[config.mk]
export PLATFORM = sky130hd
export DESIGN_NAME = inv_set_decoder
export DESIGN_NICKNAME = d
export VERILOG_FILES = /design/src/rtl/inv_set_decoder.sv
export SDC_FILE = /design/constraint.sdc
export NUM_CORES = 1
export LEC_CHECK = 0
export ABC_AREA = 0
export BUFFER_PORTS_ARGS = -buffer_cell sky130_fd_sc_hd__buf_2
export CORE_AREA = 2 2 77 79
export CTS_CLUSTER_DIAMETER = 30
export DETAILED_ROUTE_END_ITERATION = 6
export DIE_AREA = 0 0 79 81
export GPL_ROUTABILITY_DRIVEN = 1
export HOLD_SLACK_MARGIN = 0.06
export PLACE_DENSITY_LB_ADDON = 0.2
export SYNTH_ARGS = -nofsm -noshare
export SYNTH_HDL_FRONTEND = slang
export SYNTH_SLANG_ARGS = --single-unit
[constraint.sdc]
create_clock -name clk -period 0.8 [get_ports clk]
set_input_delay 0.08 -clock clk [delete_from_list [all_inputs] [get_ports clk]]
set_output_delay 0.08 -clock clk [all_outputs]
set_load 0.1 [all_outputs]
[src/rtl/inv_set_decoder.sv]
module inv_set_decoder #(
  parameter int ROWS  = 4,
  parameter int COLS  = 8,
  parameter int CNT_W = 2
) (
  input  logic                     clk,
  input  logic                     rst_n,
  input  logic                     in_valid,
  input  logic [ROWS*COLS-1:0]     in_raw,
  input  logic [ROWS*CNT_W-1:0]    in_row_cnt,
  input  logic [COLS*CNT_W-1:0]    in_col_cnt,
  output logic                     out_valid,
  output logic [ROWS*COLS-1:0]     out_data
);
  localparam int NBITS = ROWS * COLS;

  logic [NBITS-1:0] flip;

  for (genvar r = 0; r < ROWS; r++) begin : g_row
    logic [CNT_W-1:0] rcnt;
    assign rcnt = in_row_cnt[r*CNT_W +: CNT_W];
    for (genvar c = 0; c < COLS; c++) begin : g_col
      logic [CNT_W-1:0] ccnt;
      logic [CNT_W-1:0] lo;
      assign ccnt = in_col_cnt[c*CNT_W +: CNT_W];
      assign lo   = (rcnt < ccnt) ? rcnt : ccnt;
      assign flip[r*COLS + c] = lo[0];
    end
  end

  always_ff @(posedge clk or negedge rst_n) begin
    if (!rst_n) begin
      out_valid <= 1'b0;
      out_data  <= '0;
    end else begin
      out_valid <= in_valid;
      if (in_valid) out_data <= in_raw ^ flip;
    end
  end
endmodule

==> run summary <==
The count of nets left with antenna violations once routing finished came out at 0. Across the routed clock network, the largest skew measured is 0 ns. Tracing the worst setup path back leads to its startpoint at in_col_cnt[13]. Clock tree synthesis selected as its root buffer the cell clkbuf_8. The synthesis-to-layout area growth came out at 87.47%. The DRC violation total after the first TritonRoute iteration is 123. The checks that failed: negative setup slack. The total of max-cap violations is 0. Setup repair after global routing could not meet its margin everywhere. The number of antenna violations at the first check in global routing came to 0. The number of distinct standard cells referenced by the synthesized netlist came out at 10.

Of the cells placed in the final design, the portion with a size suffix greater than 1 is 53.48%. The dominant synthesized flop cell is dfrtp_1. The congestion estimate from routability-driven global placement came to 0.7927. The synthesized netlist net count came out at 367. The count of filler cells inserted in the layout is 322. Data on the critical path arrives at its endpoint at 1.20 ns. After synthesis the netlist holds a flip-flop and latch count of 33.

The floorplan die width is 79 um. The level count of the clock H-tree came out at 2. The cell leakage power came out at 0.001879 uW. The top cell type by area accounts for 34.04% of the synthesized area. The required time of the critical path is 0.99 ns.

The final design utilization came out at 80.14%. The critical path ends at out_data[30]. The highest layer touched by signal routing is met4. Summing all multi-input logic gate instances after layout gives 2047 sq um. In the global route stage, overall resource usage came out at 26.23%. The worst hold path class is input pin to register.

The first global-routing pass estimated 12900 um of wire. The DRC violation count after routing came out at 0. The CTS tree is done. The core outline area is 5675 sq um. The fmax is 983.0 MHz.

By count the netlist is led by 64 x nor2_1, 33 x dfrtp_1. The repair_antennas step left the layout with diodes totalling 0. The number of global-route vias before repair came to 2600.

The worst register-to-register path begins at out_data[12]. In this run the mean area of a mapped cell was 8.790 sq um. CTS saw 33 sinks. The number of flops mapped to enable cells by yosys came out at 0.

Sorting the synthesized cells by area gives the leading types as dfrtp_1 34%, ha_1 17%, o21ba_1 13%. The worst supply voltage drop on vdd came out at 1290 uV. In this run the register-to-register setup slack is -0.06 ns. Once the floorplan was initialized, standard cells occupied 42.75% of the core. After detailed routing, the average wire length per cell comes to 18.24 um. The number of placed instances with taps included is 434. For this run, the number of standard cells in the final layout without fillers is 449.

The net count of the finished layout came out at 464. The clock latency reported for the late side of the worst-skew pair came out at 0.29 ns. The area of all sequential standard cells came out at 867.1 sq um. The routed length on met3 came out at 422 um. The setup total negative slack is -9.342 ns. The minimum setup slack after placement is -0.7971 ns. Setup violations remaining at the end of the flow were counted as 65. The wire length on met1 came out at 3333 um.

The synthesized netlist cell count is 276. The warning count from the yosys run came out at 0. The half-perimeter wire length of the detailed placement result is 5474 um. The worst path in the final design needs a cycle of 1.017 ns, including I/O delays and setup. The share of flip-flops with an asynchronous set or reset after synthesis came out at 100.0%. The total overflow left after global routing is 0. Using the TritonRoute via totals, the vias-per-cell ratio works out to 5.552.

The sequential fraction of the synthesis area is 34.04%. The minimum setup slack in the final design is -0.2173 ns. The setup path with the least slack is of type input pin to register. The kind of capture point of the worst setup path is a register.

The iteration count of the initial detailed-routing pass came out at 4. The number of CTS-inserted buffers came out at 5. dfrtp_1 takes more of the synthesized area than any other cell. The share of the cycle needed by the critical path after routing is 127.2%. STA classifies the critical path startpoint as an input pin. Overall power consumption after layout is estimated at 7808 uW. After clock tree synthesis, the clock-pin slew on the worst setup and hold paths is 0.08 ns.

The number of input and output port buffers inserted came out at 91. The die span in y came out at 81 um. The depth of the worst register-to-register path came out at 3. The number of top-level pins came out at 92. The cell area after synthesis is 2426 sq um. The total routed wirelength came out at 8189 um.

The largest net degree at the start of global routing is 37. The transition at the pin with the smallest max-transition slack came out at 0.2426 ns. The routed layout has 2493 vias. The final hold violation count came out at 0. The final max-slew violation count is 0. The clock passes through at most 2 buffers. The worst pin sits at a relative slew slack of 83.75%. The number of cell rows is 28.

The run finished, with violations left. The worst-path maximum fanout came out at 4. The endpoint identified for the worst register-to-register timing path is out_data[12]. For this design the ratio of total power to cell area is 1717 nW/um^2. The routed design uses 4305 um of met2 wire. The full die area is 6399 sq um. By instance count, the leading cell after synthesis is nor2_1.
-- where the power goes --
group,leakage (uW),internal (uW),switching (uW),total [uW]
sequential,0.000344,1920,254,2170
combinational,0.00148,1750,2450,4200
clock,0.0000542,779,663,1440
-- critical path, stage by stage --
cell and delay (ns):
buf_12 0.12, inv_16 0.07, ha_4 0.20, o21ba_4 0.18
or3_1 0.33, a31oi_1 0.22
-- sequential cells by signal, summed over array words and instances (netlist names) --
signal     count
out_valid      1
out_data      32
-- timing repair --
action,in CTS,in global routing
buffers inserted,2,3
pin swaps,88,7
resized for setup,70,2
setup endpoints to repair,65,65
hold endpoints to repair,44,3
hold buffers,1,1
-- logic make-up after synthesis --
family                   synth area share [%]
buffers and inverters                   3.249
AO/OA/AOI/OAI                           28.06
flip-flops                              34.04
adder cells (fa/ha/maj)                 16.50
AND/OR/NAND/NOR                         18.15
-- area by class of cell --
cell class / count / area share [%]
inverter: 8 / 3.521
sequential: 33 / 19.06
clock inverter: 1 / 0.1100
multi-input combinational: 224 / 45.01
timing repair buffer: 101 / 28.12
tap: 75 / 2.063
clock buffer: 7 / 2.118
-- layout by cell type, fill, tap and decap left out --
master,Yosys,final
dlygate4sd3_1,0,2
dfrtp_2,0,33
clkinv_2,0,1
buf_12,0,44
nor2_1,64,64
o21ba_4,0,20
inv_16,0,8
buf_16,0,4
a31oi_1,32,32
buf_4,0,5
o21ai_0,32,32
buf_2,6,46
clkbuf_8,0,7
ha_4,0,32
or3_1,32,32
o21ba_1,32,12
-- through the flow --
stage | instance area, sq um | hold WS [ns]
2_1_floorplan | 2998 | -0.2156
3_3_place_gp | 4054 | 0.05885
3_5_place_dp | 4054 | 0.05857
4_1_cts | 4502 | 0.04799
5_1_grt | 4548 | 0.05264
6_report | 4548 | 0.05198
-- routing by layer --
layer | GRT usage (%) | up-vias
met3 | 4.667 | 14
li1 | - | 1213
met4 | 6.724 | 0
met2 | 48.22 | 83
met1 | 31.71 | 1183
met5 | 0 | -
-- worst min path at each step --
stage                          start            to  slack [ns]  depth (start not counted)
after global routing       in_raw[6]   out_data[6]        0.05                          3
after CTS                 in_raw[30]  out_data[30]        0.05                          3
final                      in_raw[6]   out_data[6]        0.05                          3
after global placement         rst_n     out_valid        0.06                          2
after floorplan                rst_n   out_data[0]       -0.22                          0
after detailed placement       rst_n  out_data[22]        0.06                          2
(Power assumes the default switching activity.)
